===== src/rtl/sdrx_pkg.sv =====
package sdrx_pkg;
  typedef enum logic [1:0] {
    LINE_SPI_RISE = 2'd0,
    LINE_SPI_FALL = 2'd1,
    LINE_MAN_A    = 2'd2,
    LINE_MAN_B    = 2'd3
  } line_e;

  typedef enum logic [1:0] {
    SRC_EXT       = 2'd0,
    SRC_INT       = 2'd1,
    SRC_HALF_FALL = 2'd2,
    SRC_HALF_RISE = 2'd3
  } src_e;

  typedef struct packed {
    logic run;
    logic spiTake;
    logic manEdge;
    logic manRise;
    logic dataBit;
  } strb_t;
endpackage


===== src/rtl/sdrx_sync.sv =====
module sdrx_sync #(
  parameter int W      = 4,
  parameter int STAGES = 2
) (
  input  logic         clk,
  input  logic         rstN,
  input  logic [W-1:0] din,
  output logic [W-1:0] dout
);
  logic [W-1:0] stg [STAGES];

  for (genvar i = 0; i < STAGES; i++) begin : g_stage
    if (i == 0) begin : g_first
      always_ff @(posedge clk or negedge rstN)
        if (!rstN) stg[i] <= '0;
        else       stg[i] <= din;
    end else begin : g_next
      always_ff @(posedge clk or negedge rstN)
        if (!rstN) stg[i] <= '0;
        else       stg[i] <= stg[i-1];
    end
  end

  assign dout = stg[STAGES-1];
endmodule


===== src/rtl/sdrx_ctrl.sv =====
module sdrx_ctrl
  import sdrx_pkg::*;
#(
  parameter int DIV_W = 8
) (
  input  logic             clk,
  input  logic             rstN,
  input  logic             cfgWr,
  input  logic             cfgEnable,
  input  logic             cfgAltIn,
  input  logic [1:0]       cfgType,
  input  logic [1:0]       cfgClkSrc,
  input  logic [DIV_W-1:0] cfgBitDiv,
  input  logic [3:0]       syncIn,
  output strb_t            strb,
  output line_e            lineType,
  output logic [DIV_W-1:0] bitDiv
);
  localparam int EXT_IDX = 0;
  localparam int INT_IDX = 1;
  localparam int OWN_IDX = 2;
  localparam int NBR_IDX = 3;

  logic enReg, altReg, halfClk;
  line_e typeReg;
  src_e srcReg;
  logic [DIV_W-1:0] divReg;
  logic [3:0] prevS;

  always_ff @(posedge clk or negedge rstN) begin
    if (!rstN) begin
      enReg   <= 1'b0;
      altReg  <= 1'b0;
      typeReg <= LINE_SPI_RISE;
      srcReg  <= SRC_EXT;
      divReg  <= '0;
    end else if (cfgWr) begin
      enReg  <= cfgEnable;
      altReg <= cfgAltIn;
      if (!enReg) begin
        typeReg <= line_e'(cfgType);
        srcReg  <= src_e'(cfgClkSrc);
        divReg  <= cfgBitDiv;
      end
    end
  end

  always_ff @(posedge clk or negedge rstN)
    if (!rstN) prevS <= '0;
    else       prevS <= syncIn;

  logic extRise, extFall, intRise, intFall;
  assign extRise = syncIn[EXT_IDX] & ~prevS[EXT_IDX];
  assign extFall = ~syncIn[EXT_IDX] & prevS[EXT_IDX];
  assign intRise = syncIn[INT_IDX] & ~prevS[INT_IDX];
  assign intFall = ~syncIn[INT_IDX] & prevS[INT_IDX];

  always_ff @(posedge clk or negedge rstN)
    if (!rstN)        halfClk <= 1'b0;
    else if (!enReg)  halfClk <= 1'b0;
    else if (intRise) halfClk <= ~halfClk;

  logic selData, prevData, isMan, take;
  assign selData  = altReg ? syncIn[NBR_IDX] : syncIn[OWN_IDX];
  assign prevData = altReg ? prevS[NBR_IDX]  : prevS[OWN_IDX];
  assign isMan    = typeReg[1];

  always_comb begin
    unique case (srcReg)
      SRC_EXT:       take = (typeReg == LINE_SPI_FALL) ? extFall : extRise;
      SRC_INT:       take = (typeReg == LINE_SPI_FALL) ? intFall : intRise;
      SRC_HALF_FALL: take = intRise & halfClk;
      default:       take = intRise & ~halfClk;
    endcase
  end

  always_comb begin
    strb.run     = enReg;
    strb.spiTake = enReg & ~isMan & take;
    strb.manEdge = enReg & isMan & (selData ^ prevData);
    strb.manRise = selData & ~prevData;
    strb.dataBit = selData;
  end

  assign lineType = typeReg;
  assign bitDiv   = divReg;

  // a write landing while running keeps the locked fields
  a_r9_cfg_locked: assert property (@(posedge clk) disable iff (!rstN)
    (cfgWr && enReg) |=> ($stable(typeReg) && $stable(srcReg) && $stable(divReg)));
endmodule


===== src/rtl/sdrx_dpath.sv =====
module sdrx_dpath
  import sdrx_pkg::*;
#(
  parameter int DIV_W = 8
) (
  input  logic             clk,
  input  logic             rstN,
  input  strb_t            strb,
  input  line_e            lineType,
  input  logic [DIV_W-1:0] bitDiv,
  output logic             bitData,
  output logic             bitValid
);
  localparam int CNT_W = DIV_W + 1;

  logic [CNT_W-1:0] cnt, thr;
  logic locked, accept, manBit;

  assign thr    = {1'b0, bitDiv} - {3'b000, bitDiv[DIV_W-1:2]};
  assign accept = strb.manEdge & (~locked | (cnt >= thr));
  assign manBit = (lineType == LINE_MAN_B) ? strb.manRise : ~strb.manRise;

  always_ff @(posedge clk or negedge rstN) begin
    if (!rstN) begin
      cnt    <= '0;
      locked <= 1'b0;
    end else if (!strb.run) begin
      cnt    <= '0;
      locked <= 1'b0;
    end else if (accept) begin
      cnt    <= '0;
      locked <= 1'b1;
    end else if (cnt != {CNT_W{1'b1}}) begin
      cnt <= cnt + 1'b1;
    end
  end

  always_ff @(posedge clk or negedge rstN) begin
    if (!rstN) begin
      bitValid <= 1'b0;
      bitData  <= 1'b0;
    end else begin
      bitValid <= strb.spiTake | accept;
      if (strb.spiTake)   bitData <= strb.dataBit;
      else if (accept)    bitData <= manBit;
    end
  end

  // output only follows a running channel
  a_r7_valid_needs_run: assert property (@(posedge clk) disable iff (!rstN)
    bitValid |-> $past(strb.run));
  // strobe lasts one cycle
  a_r10_single_pulse: assert property (@(posedge clk) disable iff (!rstN)
    bitValid |=> !bitValid);
  // the control never asks for both decoders at once
  a_r2_take_exclusive: assert property (@(posedge clk) disable iff (!rstN)
    $onehot0({strb.spiTake, strb.manEdge}));
  // an early transition after lock gives no bit
  a_r6_early_edge_dropped: assert property (@(posedge clk) disable iff (!rstN)
    (strb.manEdge && locked && (cnt < thr) && !strb.spiTake) |=> !bitValid);
endmodule


===== src/rtl/sdrx_chan.sv =====
module sdrx_chan
  import sdrx_pkg::*;
#(
  parameter int DIV_W       = 8,
  parameter int SYNC_STAGES = 2
) (
  input  logic             clk,
  input  logic             rstN,
  input  logic             cfgWr,
  input  logic             cfgEnable,
  input  logic             cfgAltIn,
  input  logic [1:0]       cfgType,
  input  logic [1:0]       cfgClkSrc,
  input  logic [DIV_W-1:0] cfgBitDiv,
  input  logic             extClkIn,
  input  logic             intClkIn,
  input  logic             ownDataIn,
  input  logic             nbrDataIn,
  output logic             bitData,
  output logic             bitValid
);
  logic [3:0] syncIn;
  strb_t strb;
  line_e lineType;
  logic [DIV_W-1:0] bitDiv;

  sdrx_sync #(.W(4), .STAGES(SYNC_STAGES)) u_sync (
    .clk(clk), .rstN(rstN),
    .din({nbrDataIn, ownDataIn, intClkIn, extClkIn}),
    .dout(syncIn)
  );

  sdrx_ctrl #(.DIV_W(DIV_W)) u_ctrl (
    .clk(clk), .rstN(rstN), .cfgWr(cfgWr), .cfgEnable(cfgEnable),
    .cfgAltIn(cfgAltIn), .cfgType(cfgType), .cfgClkSrc(cfgClkSrc),
    .cfgBitDiv(cfgBitDiv), .syncIn(syncIn), .strb(strb),
    .lineType(lineType), .bitDiv(bitDiv)
  );

  sdrx_dpath #(.DIV_W(DIV_W)) u_dpath (
    .clk(clk), .rstN(rstN), .strb(strb), .lineType(lineType),
    .bitDiv(bitDiv), .bitData(bitData), .bitValid(bitValid)
  );
endmodule


===== config.mk =====
export PLATFORM = sky130hd
export DESIGN_NAME = sdrx_chan
export DESIGN_NICKNAME = d
export VERILOG_FILES = /design/src/rtl/sdrx_pkg.sv /design/src/rtl/sdrx_sync.sv /design/src/rtl/sdrx_ctrl.sv /design/src/rtl/sdrx_dpath.sv /design/src/rtl/sdrx_chan.sv
export SDC_FILE = /design/constraint.sdc
export NUM_CORES = 1
export LEC_CHECK = 0
export BUFFER_PORTS_ARGS = -buffer_cell sky130_fd_sc_hd__buf_4
export CAP_MARGIN = 20
export CORE_UTILIZATION = 45
export CTS_BUF_LIST = sky130_fd_sc_hd__clkbuf_8 sky130_fd_sc_hd__clkbuf_16
export DETAILED_ROUTE_END_ITERATION = 12
export GPL_ROUTABILITY_DRIVEN = 0
export SETUP_SLACK_MARGIN = 0.2
export SYNTH_ARGS = -nofsm -noshare
export SYNTH_HDL_FRONTEND = slang
export SYNTH_HIERARCHICAL = 1
export SYNTH_SLANG_ARGS = --single-unit

===== constraint.sdc =====
create_clock -name clk -period 3.9 [get_ports clk]
set_input_delay 0.39 -clock clk [delete_from_list [all_inputs] [get_ports clk]]
set_output_delay 0.39 -clock clk [all_outputs]
set_load 0.02 [all_outputs]

==> summary.md <==
| Metric | Value |
|---|---|
| Distinct cells, synth | `41` |
| Sequential area share after synthesis | `45.14%` |
| Final core occ | `54.73%` |
| P_leak | `1.157 nW` |
| CTS tree | `yes` |
| GR Overflow Total | `0` |
| Most frequent cells in the layout | `dfrtp_1 (39), buf_4 (22), ha_1 (18)` |
| Slew headroom | `67.66%` |
| Commonest non-fill, non-tap cell in the layout | `dfrtp_1` |
| Actual slew at the worst max-slew pin | `485.1 ps` |
| Largest net degree at the start of global routing | `40` |
| Hpwl dp | `2952 um` |
| Initial antenna violation count | `0` |
| Min Hold Slack | `59.49 ps` |
| FP Rows | `24` |
| N_diodes | `0` |
| First-pass GRT wire length | `6748 um` |
| Final period util | `79.09%` |
| CTS Buffer Depth | `2` |
| Layout Cells excl Fill | `270` |
| Critical Path AT | `3310 ps` |
| CTS buffer count | `5` |
| Setup TNS | `0 ps` |
| GRT Util Overall | `17.26%` |
| Count of input and output buffers | `22` |
| Vias in the first global route | `1510` |
| Hold Crit Class | `primary input to asynchronous set/reset pin` |
| Worst setup SP type | `flop` |
| CP Capture Type | `flop` |
| Mean post-synth cell area | `11.09 um2` |
| IO Pins | `23` |
| Type of the worst setup path | `flop to flop` |
| Clock skew | `2.877 ps` |
| Vias/cell | `5.341` |
| Antenna-violating nets left | `0` |
| Nets@finish | `257` |
| Crit path time final | `3084 ps` |
| Slew Viols, Final | `0` |
| Layout cells sized above 1 | `23.85%` |
| DRT Pass-1 Iters | `4` |
| Post-Syn Instances | `195` |
| Post-CTS Hold Fix Bufs | `0` |
| Worst skew pair latency | `290 ps` |
| Cell Pwr Density | `514.3 nW/um2` |
| DRC viols | `0` |
| Worst-case vdd ir drop | `0.2771 mV` |
| Core area | `4474 um2` |
| Mapped Nets | `235` |
| # setup viols final | `0` |
| Status | `finished clean` |
| Multi-input logic area | `1085 um2` |
| Ys flop type | `dfrtp_1` |
| Post-CTS Repair Setup Buffers | `0` |
| CTS H-tree lvls | `2` |
| Fin. Hold Viols | `0` |
| Crit Path Max Fanout | `4` |
| Post-synth EDFFs | `0` |
| DRT Wirelength | `3933 um` |
| Die Height | `71.32 um` |
| Initial Util | `48.32%` |
| Resized cells post-CTS | `0` |
| Layout area overhead | `13.25%` |
| Post-synth ARST share | `100.0%` |
| Initial DRC count | `53` |
| Die ar. | `5086 um2` |
| Clk sinks | `39` |
| Cell Count Post-Placement | `262` |
| DIE WIDTH | `71.32 um` |
| Cell area after synthesis | `2162 um2` |
| Synth Register Bits | `39` |
| Fill cell count | `387` |
| RSZ-0062 raised after global routing | `no` |
| Root buffer cell | `clkbuf_8` |
| Fmax | `324.2 MHz` |
| Via Count | `1442` |
| Wire per inst | `14.57 um` |
| CP required | `4130 ps` |
| Post-layout power | `1.259 mW` |
| Total of max-cap violations | `0` |
| Total of warnings raised by yosys | `6` |
| Clock Pin Slew Worst Setup and Hold Paths | `80 ps` |
| FF+latch area | `975.9 um2` |
[cell families after synthesis]
family | Yosys count | synth area share, %
AO/OA/AOI/OAI | 28 | 8.739
XOR/XNOR | 12 | 4.861
adder cells (fa/ha/maj) | 19 | 11.34
buffers and inverters | 19 | 4.687
flip-flops | 39 | 45.14
multiplexers | 18 | 9.201
AND/OR/NAND/NOR | 60 | 16.03
[routing by layer]
layer,vias up,wire [um],global-route usage (%)
met4,0,38,6.667
met3,6,161,4.923
li1,719,-,-
met5,-,0,0
met1,688,1860,21.72
met2,29,1873,28.25
[path summary, 6_finish.rpt]
| kind | start | endpoint | slack, ps | cells after the start |
|---|---|---|---|---|
| worst max-delay path | u_ctrl/bitDiv[2] | u_dpath/bitData | 820 | 13 |
| worst max register to register | u_ctrl/bitDiv[2] | u_dpath/bitData | 820 | 13 |
| min in group clk | extClkIn | u_sync/stg[4] | 200 | 1 |
| worst min-delay path | rstN | u_dpath/cnt[2] | 60 | 1 |
| max in group asynchronous | rstN | u_sync/dout[0] | 3510 | 1 |
| worst min register to register | u_sync/stg[7] | u_sync/dout[3] | 350 | 0 |
[area by class of cell]
| class | instances | share of cell area [%] |
|---|---|---|
| Multi-Input combinational cell | 137 | 44.30 |
| Sequential cell | 39 | 39.86 |
| Timing Repair Buffer | 22 | 6.745 |
| Clock buffer | 5 | 2.810 |
| Tap cell | 52 | 2.657 |
| Inverter | 12 | 1.840 |
| Clock inverter | 3 | 1.788 |
[state kept, by name, summed over array words and instances, names as in the netlist]
| register | cells |
|---|---|
| u_ctrl/altReg | 1 |
| u_ctrl/bitDiv | 8 |
| u_ctrl/enReg | 1 |
| u_ctrl/halfClk | 1 |
| u_ctrl/lineType | 2 |
| u_ctrl/prevS | 4 |
| u_ctrl/srcReg | 2 |
| u_dpath/bitData | 1 |
| u_dpath/bitValid | 1 |
| u_dpath/cnt | 9 |
| u_dpath/locked | 1 |
| u_sync/dout | 4 |
| u_sync/stg | 4 |
[through the flow]
step | setup WS [ps] | cell area (um2)
2_1_floorplan | 1118 | 2162
3_3_place_gp | 928.7 | 2336
3_5_place_dp | 879.6 | 2336
4_1_cts | 842.5 | 2449
5_1_grt | 587.3 | 2449
6_report | 815.6 | 2449
[synth_stat cells (3+ instances only)]
library cell	number	area [um2]
nand2_1	11	41.29
xnor2_1	5	43.79
nor2b_4	3	41.29
nand4b_1	4	35.03
mux2_2	15	168.9
buf_4	6	45.04
inv_1	12	45.04
xor2_1	7	61.31
nor2_1	17	63.81
mux2i_1	3	30.03
dfrtp_1	39	975.9
a21oi_1	7	35.03
o21ai_0	6	30.03
nand3_1	5	25.02
nor2b_1	3	18.77
ha_1	18	225.2
[critical path, cell delays in order (launching register included)]
cell and delay, ps:
dfrtp_1 410, ha_1 240, fa_1 420, nor2b_1 110
o21ai_0 110, a21oi_1 300, o41a_1 180, nand2_1 80
ha_1 290, and3_1 160, and3_1 170, nand4_2 140
a211o_1 330, nand4b_1 80
[report_power, final]
group | total (mW) | internal, mW | leakage [nW] | switching, mW
Combinational | 0.423 | 0.202 | 0.620 | 0.221
Clock | 0.337 | 0.190 | 0.0581 | 0.146
Sequential | 0.500 | 0.452 | 0.479 | 0.0478
(Power assumes the default switching activity.)
